===== src/rtl/scl_gen_pkg.sv =====
package scl_gen_pkg;

   typedef enum logic [1:0] {
      PH_IDLE = 2'd0,
      PH_LOW  = 2'd1,
      PH_HIGH = 2'd2
   } scl_phase_e;

   localparam int unsigned OFS_W    = 3;
   localparam int unsigned OFS_PSC0 = 7;
   localparam int unsigned OFS_PSC1 = 6;
   localparam int unsigned OFS_PSCN = 5;

   // Extra ticks added to every phase, selected by the prescale value.
   function automatic logic [OFS_W-1:0] phase_offset(input logic psc_zero,
                                                     input logic psc_one);
      if (psc_zero)
         return OFS_W'(OFS_PSC0);
      else if (psc_one)
         return OFS_W'(OFS_PSC1);
      else
         return OFS_W'(OFS_PSCN);
   endfunction

endpackage


===== src/rtl/scl_prescale.sv =====
module scl_prescale #(
   parameter int unsigned CNT_W = 16
) (
   input  logic             clk,
   input  logic             rst_n,
   input  logic             run,
   input  logic [CNT_W-1:0] limit,
   output logic             tick
);

   logic [CNT_W-1:0] cnt_q;

   assign tick = run && (cnt_q == limit);

   always_ff @(posedge clk) begin
      if (!rst_n || !run)
         cnt_q <= '0;
      else if (cnt_q == limit)
         cnt_q <= '0;
      else
         cnt_q <= cnt_q + 1'b1;
   end

   // the tick counter never passes the latched prescale limit
   a_r1_cnt_in_range: assert property (@(posedge clk) disable iff (!rst_n)
      run |-> (cnt_q <= limit));

endmodule


===== src/rtl/scl_phase_timer.sv =====
module scl_phase_timer #(
   parameter int unsigned LEN_W = 17
) (
   input  logic             clk,
   input  logic             rst_n,
   input  logic             run,
   input  logic             tick,
   input  logic [LEN_W-1:0] len,
   output logic             last
);

   logic [LEN_W-1:0] cnt_q;

   assign last = tick && (cnt_q == len - 1'b1);

   always_ff @(posedge clk) begin
      if (!rst_n || !run)
         cnt_q <= '0;
      else if (last)
         cnt_q <= '0;
      else if (tick)
         cnt_q <= cnt_q + 1'b1;
   end

   // the tick count inside a phase stays below the phase length
   a_r3_cnt_below_len: assert property (@(posedge clk) disable iff (!rst_n)
      run |-> (cnt_q < len));

endmodule


===== src/rtl/scl_clkgen.sv =====
module scl_clkgen
   import scl_gen_pkg::*;
#(
   parameter int unsigned CNT_W = 16
) (
   input  logic             clk,
   input  logic             rst_n,
   input  logic             enable,
   input  logic [CNT_W-1:0] psc_val,
   input  logic [CNT_W-1:0] low_val,
   input  logic [CNT_W-1:0] high_val,
   output logic             scl_drive_low,
   output logic             low_start,
   output logic             high_start
);

   localparam int unsigned LEN_W = CNT_W + 1;

   generate
      if (CNT_W < 2) begin : g_bad_width
         $error("scl_clkgen: CNT_W must be at least 2");
      end
   endgenerate

   scl_phase_e       state_q, state_d;
   logic             load;
   logic             run;
   logic             tick;
   logic             last;
   logic [CNT_W-1:0] psc_l, low_l, high_l;
   logic [OFS_W-1:0] ofs;
   logic [LEN_W-1:0] cur_len;
   logic             low_start_q, high_start_q;

   assign run = enable && (state_q != PH_IDLE);
   assign ofs = phase_offset(psc_l == '0, psc_l == CNT_W'(1));
   assign cur_len = {1'b0, (state_q == PH_HIGH) ? high_l : low_l} + LEN_W'(ofs);

   always_comb begin
      state_d = state_q;
      load    = 1'b0;
      if (!enable) begin
         state_d = PH_IDLE;
      end else begin
         case (state_q)
            PH_IDLE: begin
               if (high_val != '0) begin
                  state_d = PH_LOW;
                  load    = 1'b1;
               end
            end
            PH_LOW: begin
               if (last)
                  state_d = PH_HIGH;
            end
            PH_HIGH: begin
               if (last) begin
                  if (high_val != '0) begin
                     state_d = PH_LOW;
                     load    = 1'b1;
                  end else begin
                     state_d = PH_IDLE;
                  end
               end
            end
            default: state_d = PH_IDLE;
         endcase
      end
   end

   always_ff @(posedge clk) begin
      if (!rst_n) begin
         state_q      <= PH_IDLE;
         psc_l        <= '0;
         low_l        <= '0;
         high_l       <= '0;
         low_start_q  <= 1'b0;
         high_start_q <= 1'b0;
      end else begin
         state_q      <= state_d;
         low_start_q  <= load;
         high_start_q <= (state_q == PH_LOW) && (state_d == PH_HIGH);
         if (load) begin
            psc_l  <= psc_val;
            low_l  <= low_val;
            high_l <= high_val;
         end
      end
   end

   scl_prescale #(.CNT_W(CNT_W)) u_prescale (
      .clk   (clk),
      .rst_n (rst_n),
      .run   (run),
      .limit (psc_l),
      .tick  (tick)
   );

   scl_phase_timer #(.LEN_W(LEN_W)) u_timer (
      .clk   (clk),
      .rst_n (rst_n),
      .run   (run),
      .tick  (tick),
      .len   (cur_len),
      .last  (last)
   );

   assign scl_drive_low = (state_q == PH_LOW);
   assign low_start     = low_start_q;
   assign high_start    = high_start_q;

   // strobes are exclusive
   a_r6_strobe_excl: assert property (@(posedge clk) disable iff (!rst_n)
      !(low_start && high_start));
   // a high phase follows a low cycle
   a_r6_high_after_low: assert property (@(posedge clk) disable iff (!rst_n)
      high_start |-> $past(scl_drive_low));
   // a low phase never opens without its strobe
   a_r5_low_first: assert property (@(posedge clk) disable iff (!rst_n)
      $rose(scl_drive_low) |-> low_start);
   // enabling from idle with a legal high setting starts a low phase
   a_r5_start: assert property (@(posedge clk) disable iff (!rst_n)
      ($rose(enable) && (high_val != '0)) |=> low_start);
   // a started low phase always carries a nonzero high setting
   a_r7_nonzero_high: assert property (@(posedge clk) disable iff (!rst_n)
      low_start |-> (high_l != '0));
   // disabling silences every output one cycle later
   a_r9_disable: assert property (@(posedge clk) disable iff (!rst_n)
      !enable |=> (!scl_drive_low && !low_start && !high_start));

endmodule


===== config.mk =====
export PLATFORM = sky130hd
export DESIGN_NAME = scl_clkgen
export DESIGN_NICKNAME = d
export VERILOG_FILES = /design/src/rtl/scl_gen_pkg.sv /design/src/rtl/scl_prescale.sv /design/src/rtl/scl_phase_timer.sv /design/src/rtl/scl_clkgen.sv
export SDC_FILE = /design/constraint.sdc
export NUM_CORES = 1
export LEC_CHECK = 0
export CAP_MARGIN = 20
export CORE_ASPECT_RATIO = 0.75
export CORE_MARGIN = 2
export CORE_UTILIZATION = 57
export DETAILED_ROUTE_END_ITERATION = 8
export PLACE_DENSITY = 0.78
export SLEW_MARGIN = 15
export SYNTH_ARGS = -nofsm -noshare
export SYNTH_HDL_FRONTEND = slang
export SYNTH_HIERARCHICAL = 1
export SYNTH_SLANG_ARGS = --single-unit

===== constraint.sdc =====
create_clock -name clk -period 7.65 [get_ports clk]
set_clock_uncertainty 0.15 [all_clocks]
set_input_delay 1.1475 -clock clk [delete_from_list [all_inputs] [get_ports clk]]
set_output_delay 1.1475 -clock clk [all_outputs]
set_load 0.02 [all_outputs]

**After elaboration in Yosys (flattened, before gate mapping)**

Index checks and enable logic that the tools add are counted.
Widths: inputs -> output; s select.

- Add/sub/neg operators: 4
- Eq/ne operators: 6
- Multiplexer cells: 13
- Reductions and logical operators: 13

Operators by type and width:

| operator | count |
|---|---|
| $add 16x3->17 | 1 |
| $add 17x1->17 const B | 1 |
| $eq 17x17->1 | 1 |
| $sub 17x1->17 const B | 1 |
| $add 16x1->16 const B | 1 |
| $eq 16x1->1 const B | 1 |
| $eq 16x16->1 | 1 |
| $logic_not 16->1 | 1 |
| $mux 16 | 1 |
| $reduce_bool 16->1 | 1 |
| $mux 2 | 6 |
| $pmux 2 s3 | 1 |
| $eq 2x2->1 const B | 2 |
| $logic_and 1x1->1 | 4 |
| $mux 1 | 4 |
| $reduce_or 2->1 | 2 |
| $eq 2x1->1 const B | 1 |
| $logic_not 1->1 | 2 |
| $logic_not 2->1 | 1 |
| $pmux 1 s2 | 1 |
| $reduce_bool 2->1 | 1 |
| $logic_or 1x1->1 | 1 |

- Flip-flop bits (word level): 85
- Bits of input ports: 51
- Output and inout bits: 3
- Logic and storage cells: 44

**Depth between registers and ports, before layout**

- Depth in word-level cells: 12
- Gate-level depth with buffers: 23
- Gate-level depth less buffers: 21

**Cells and area by module**

The synthesis kept the hierarchy.

By module, submodules not included:

| module | times used | cells an instance | area each (µm²) | seq. area each (µm²) |
|---|---|---|---|---|
| scl_clkgen | 1 | 271 | 2560.0 | 1041.0 |
| scl_phase_timer | 1 | 167 | 1406.3 | 340.3 |
| scl_prescale | 1 | 99 | 905.9 | 320.3 |

**Worst setup path before layout**

No wires, ideal clock.

- Kind: register to register
- Start: register state_q[0]
- End: register low_l[10]
- Library setup time: 0.128 ns
- Arrival: 5.245 ns
- Data required time: 7.372 ns
- Path slack: 2.128 ns
- Cell stages (with the launch flop): 24
- Buffers on the path: 3
- Cell sequence: dfxtp_1 nand2b_4 buf_12 clkbuf_1 mux2_2 ha_1 inv_1 fa_1 a21oi_1 nand2_1 xor2_1 o21ai_0 nor3_2 nand4_2 or4_1 a2111oi_2 nand3_1 nor4_1 nor2b_1 nor3b_1 nand2_1 buf_2 mux2i_1 nor2_1

- Longest elaborated chain between the ends: 9

RTL lines:

| what | RTL line | RTL |
|---|---|---|
| start: declaration | scl_clkgen.sv:25 | `scl_phase_e state_q, state_d;` |
| start signal: assignment | scl_clkgen.sv:80 | `state_q <= state_d;` |
| $eq 2x2->1 | scl_clkgen.sv:37 | `assign cur_len = {1'b0, (state_q == PH_HIGH) ? high_l : low_l} + LEN_W'(ofs);` |
| $mux 16 | scl_clkgen.sv:37 |  |
| $add 16x3->17 | scl_clkgen.sv:37 |  |
| named net cur_len[6] | scl_clkgen.sv:32 | `logic [LEN_W-1:0] cur_len;` |
| $sub 17x1->17 | scl_phase_timer.sv:14 | `assign last = tick && (cnt_q == len - 1'b1);` |
| $eq 17x17->1 | scl_phase_timer.sv:14 |  |
| $logic_and 1x1->1 | scl_phase_timer.sv:14 |  |
| named net last | scl_clkgen.sv:29 | `logic last;` |
| $mux 1 | scl_clkgen.sv:57 | `if (last) begin` |
| $pmux 1 s2 | scl_clkgen.sv:45 | `case (state_q)` |
| $mux 1 | scl_clkgen.sv:42 | `if (!enable) begin` |
| end signal: assignment | scl_clkgen.sv:85 | `low_l <= low_val;` |
| end: declaration | scl_clkgen.sv:30 | `logic [CNT_W-1:0] psc_l, low_l, high_l;` |

The timed path passes the listed nets, and every way through them passes these cells.
A chain may end at the register's enable or synchronous reset.

**Worst setup path in the final report**

- Start: register state_q[1]
- End: register low_l[0]

The elaborated chain is that of the path after synthesis.

==> impl_table.tex <==
\begin{tabular}{lr}
\hline
Metric & Value \\
\hline
\multicolumn{2}{l}{\textbf{Run status}} \\
\quad Status & finished, final reports clean \\
\multicolumn{2}{l}{\textbf{Final layout}} \\
\quad Net count reported at finish & between 600 and 700 \\
\quad Share of the core filled with cells & 68.53\% \\
\quad Layout cells sized above 1 & between 10\% and 20\% \\
\quad Total of fill cells in the finished design & 651 \\
\quad Leading cell types in the layout, fill and taps excluded & sky130\_fd\_sc\_hd\_\_dfxtp\_1, sky130\_fd\_sc\_hd\_\_nor2\_1, sky130\_fd\_sc\_hd\_\_mux2i\_1 \\
\quad Layout overhead on the synthesized area & 17.90\% \\
\quad Register Area & 0.001702 mm2 \\
\quad Area of the multi-input gates & 0.003017 mm2 \\
\quad Most common library cell in the layout ignoring fill and taps & sky130\_fd\_sc\_hd\_\_dfxtp\_1 \\
\quad Number of antenna cells inserted & 0 \\
\quad Post-route non-filler standard cell count & 696 \\
\multicolumn{2}{l}{\textbf{Power and ir drop}} \\
\quad Power density of the placed cells & about 190 mW/mm2 \\
\quad Part of the power in combinational logic & between 10\% and 20\% \\
\quad Net switching power & slightly above 300 uW \\
\quad Internal power contribution & $\sim$770 uW \\
\quad Net switching fraction of the power & 28.06\% \\
\quad Worst vdd rail ir drop & approximately 0.24 mV \\
\quad PnR Total Power & 1.075 mW \\
\quad Clock power frac & around 40\% \\
\quad Leak & 2.159 nW \\
\quad Register share of total power & between 40 and 50\% \\
\multicolumn{2}{l}{\textbf{Die}} \\
\quad Floorplan Core Area & 0.008382 mm2 \\
\quad Number of rows in the core area & 29 \\
\quad Effective utilization at floorplan & approximately three fifths \\
\quad Die Height & 84.07 um \\
\quad Overall die width & 110.8 um \\
\quad Die Footprint & 0.009311 mm2 \\
\quad Boundary Pins & 54 \\
\multicolumn{2}{l}{\textbf{Worst setup path}} \\
\quad Crit end category & flop \\
\quad Crit start category & flop \\
\quad Max incr delay on CP & between 0.5 and 0.6 ns \\
\quad Data required time at the worst endpoint & 7.70 ns \\
\quad Launch point of the worst reg-to-reg path & state\_q[1] \\
\quad Cell-by-cell trace of the critical path & nand2b\_4, mux2\_2, ha\_1, inv\_1, fa\_1, a21oi\_1, nand2\_1, xor2\_1, o21ai\_0, nor3\_2, nand4\_2, or4\_1, a2111oi\_2, nand3\_1, nor4\_1, nor2b\_1, nor3b\_1, nand2\_2, buf\_4, mux2i\_1, nor2\_1 \\
\quad Arrival time worst endpoint & 7.13 ns \\
\quad Launching element of the worst setup path & state\_q[1] \\
\quad CP Class & flop to flop \\
\quad Top fanout value on the critical path & 29 \\
\quad Slowest stage cell, crit path & sky130\_fd\_sc\_hd\_\_nand2\_2 \\
\multicolumn{2}{l}{\textbf{Synthesis}} \\
\quad Flip-flop and latch count after synthesis & between 80 and 90 \\
\quad Share of the yosys chip area belonging to registers & 34.93\% \\
\quad Post-Synthesis Mean Instance Area & 9.073 um2 \\
\quad Yosys warns & 6 \\
\quad Net count after synthesis & 594 \\
\quad Most used flip-flop cell after synthesis & sky130\_fd\_sc\_hd\_\_dfxtp\_1 \\
\quad Number of distinct library cell variants in the gate-level netlist after synthesis & 63 \\
\quad Cell Area, Synth & slightly below 0.005 mm2 \\
\quad Synthesized netlist cell count & 537 \\
\quad EDFF count, synth & 0 \\
\quad Share of synthesized flip-flops with an asynchronous set or reset & 0\% \\
\multicolumn{2}{l}{\textbf{Detailed routing}} \\
\quad Wire length on met3 & 808 um \\
\quad Number of optimization iterations in the first detailed-route pass & 5 \\
\quad Number of vias per cell after detailed routing & between 5 and 6 \\
\quad Number of DRC markers in iteration 0 & around 270 \\
\quad Number of vias after detailed routing & 4023 \\
\quad Length of routed wiring on met1 & $\sim$5400 um \\
\quad Final WL & 11410 um \\
\quad Highest Signal Layer & met4 \\
\quad Average routed wire per standard cell & about 16 um \\
\quad Antenna Violating Nets Remaining & 0 \\
\quad Final routed DRC violation total & 0 \\
\quad Detailed route wirelength on metal2 & 5019 um \\
\multicolumn{2}{l}{\textbf{Clocking}} \\
\quad Buffer cell driving the clock tree root & sky130\_fd\_sc\_hd\_\_clkbuf\_16 \\
\quad Clock-pin slew on the worst setup and hold paths & 0.07 ns \\
\quad CTS resizes & 0 \\
\quad Number of buffers inserted for hold repair after clock tree synthesis & 0 \\
\quad Worst-skew pair later-pin latency & 0.35 ns \\
\quad Bufs on Longest Clock Path & 2 \\
\quad H-tree level count & 3 \\
\quad Clock tree from TritonCTS & done \\
\quad Clock net sink count & 85 \\
\quad Post-CTS Setup Repair Bufs & 0 \\
\quad Num CTS Buffers & 9 \\
\multicolumn{2}{l}{\textbf{Timing}} \\
\quad Maximum clock frequency & 0.1413 GHz \\
\quad Share of the cycle needed by the critical path after routing & 92.52\% \\
\quad Setup repair after global routing missed its margin & no \\
\quad Minimum clock period & a little over 7 ns \\
\quad Summed negative setup slack over all endpoints & 0 ns \\
\quad Post-layout worst setup margin & 0.5719 ns \\
\quad Final hold violation count & 0 \\
\quad Final max-slew violation count & 0 \\
\quad Number of endpoints failing setup at the final stage & 0 \\
\quad Transition time at the pin with the least slew margin & 0.8913 ns \\
\quad Max-slew headroom at the worst pin & between 40\% and 50\% \\
\multicolumn{2}{l}{\textbf{GRT}} \\
\quad Tot GR Track Use & between 20\% and 30\% \\
\quad Via count of the first global-routing pass & $\sim$3800 \\
\quad Wire length of the first global-routing pass & roughly 19000 um \\
\quad Remaining global-route overflow & 0 \\
\quad Maximum number of pins on one net before global-route repair & 30 \\
\quad Initial antenna violation count & 0 \\
\multicolumn{2}{l}{\textbf{Placed design}} \\
\quad Port Buffer Count & between 50 and 60 \\
\quad Instance count after placement with tap cells included & 680 \\
\quad Routability cong. & 0.8515 \\
\quad Final HPWL DP & 8600 um \\
\quad Worst setup slack after placement & 0.8054 ns \\
\multicolumn{2}{l}{\textbf{Job}} \\
\quad Number of max-capacitance violations reported & 0 \\
\multicolumn{2}{l}{\textbf{Hold path}} \\
\quad Hold Path Origin & high\_l[0] \\
\quad Tightest Hold Check Type & flop to flop \\
\hline
\end{tabular}
-- routing by layer --
metal  track usage, %  up-vias
met5                0        -
met4            7.045        0
met3            5.447       18
met2            38.26      139
met1            36.50     1893
li1                 -     1973
-- through the flow --
step	area [um2]	hold slack [ns]
6_report	5744	0.3558
5_1_grt	5744	0.4048
4_1_cts	5744	0.3586
3_5_place_dp	5451	0.3352
3_3_place_gp	5451	0.3285
2_1_floorplan	4872	0.3076
-- Yosys cell counts (2+ instances only) --
| master | instances | share of area (%) |
|---|---|---|
| sky130_fd_sc_hd__xor2_1 | 27 | 4.9 |
| sky130_fd_sc_hd__xnor2_1 | 52 | 9.3 |
| sky130_fd_sc_hd__a22oi_1 | 3 | 0.46 |
| sky130_fd_sc_hd__and3_1 | 3 | 0.39 |
| sky130_fd_sc_hd__nand2_1 | 29 | 2.2 |
| sky130_fd_sc_hd__nor2b_1 | 3 | 0.39 |
| sky130_fd_sc_hd__nand2_2 | 2 | 0.26 |
| sky130_fd_sc_hd__buf_2 | 6 | 0.62 |
| sky130_fd_sc_hd__nand2b_1 | 3 | 0.39 |
| sky130_fd_sc_hd__ha_1 | 5 | 1.3 |
| sky130_fd_sc_hd__clkbuf_1 | 12 | 0.92 |
| sky130_fd_sc_hd__a31oi_1 | 2 | 0.26 |
| sky130_fd_sc_hd__o211ai_1 | 2 | 0.31 |
| sky130_fd_sc_hd__mux2i_1 | 60 | 12 |
| sky130_fd_sc_hd__nand3b_1 | 4 | 0.62 |
| sky130_fd_sc_hd__nand3_1 | 24 | 2.5 |
| sky130_fd_sc_hd__nor3b_1 | 2 | 0.31 |
| sky130_fd_sc_hd__mux2_2 | 4 | 0.92 |
| sky130_fd_sc_hd__o21ai_0 | 5 | 0.51 |
| sky130_fd_sc_hd__nand4_1 | 14 | 1.8 |
| sky130_fd_sc_hd__or4_1 | 2 | 0.31 |
| sky130_fd_sc_hd__o31ai_1 | 4 | 0.62 |
| sky130_fd_sc_hd__inv_1 | 12 | 0.92 |
| sky130_fd_sc_hd__dfxtp_1 | 85 | 35 |
| sky130_fd_sc_hd__nor2_1 | 75 | 5.8 |
| sky130_fd_sc_hd__nor4_4 | 3 | 1.3 |
| sky130_fd_sc_hd__nor4_1 | 12 | 1.5 |
| sky130_fd_sc_hd__nor2_2 | 10 | 1.3 |
| sky130_fd_sc_hd__nand3_2 | 2 | 0.41 |
| sky130_fd_sc_hd__a21oi_1 | 9 | 0.92 |
| sky130_fd_sc_hd__and2_1 | 3 | 0.39 |
| sky130_fd_sc_hd__nor3_2 | 3 | 0.62 |
| sky130_fd_sc_hd__nor3_1 | 25 | 2.6 |
-- power by group through the flow --
stage | sequential (mW) | clock [mW] | combinational (mW)
after global routing | 0.481 | 0.461 | 0.176
after global placement | 0.487 | 0 | 0.153
after floorplan | 0.482 | 0 | 0.111
after detailed placement | 0.489 | 0 | 0.160
after CTS | 0.479 | 0.440 | 0.161
final | 0.479 | 0.434 | 0.161
-- flip-flops by register name, indices dropped and copies added, names as in the netlist --
signal / count
u_timer/cnt_q: 17
high_l: 16
low_l: 16
psc_l: 16
u_prescale/cnt_q: 16
state_q: 2
high_start: 1
low_start: 1
-- path summary, 6_finish.rpt --
check	cells past startpoint	to	slack, ns
setup reg to reg	21	low_l[0]	0.57
setup / recovery	21	low_l[0]	0.57
hold reg to reg	2	high_l[0]	0.36
hold / removal	2	high_l[0]	0.36
-- critical path: cells and delay by family, from the launching register on --
family                     cells  cell delay (ns)
muxes                          2             0.53
xor gates and xnor gates       1             0.13
DFF                            1             0.48
buffers and inverters          2             0.52
adders and majority gates      2             0.59
AOI/OAI and AO/OA              3             1.10
and+or+nand+nor               11             3.39
-- kinds of logic (layout without fill, tap and decap cells) --
logic type	after synthesis	count (layout)	synth area share (%)
DFF	85	85	34.93
and+or+nand+nor	231	231	25.89
muxes	65	65	13.53
AOI/OAI and AO/OA	38	38	6.548
adders and majority gates	6	6	1.695
xor gates and xnor gates	79	79	14.20
buffers and inverters	33	84	3.210
-- layout make-up --
type                       instances  share of cell area (%)
timing repair buffer              56                   9.628
clock buffer                      10                   4.160
clock inverter                     6                  0.9366
multi-input combinational        419                   52.52
sequential                        85                   29.62
tap                              108                   2.352
inverter                          12                  0.7841
Note: power is estimated with default switching activity, not from simulation.
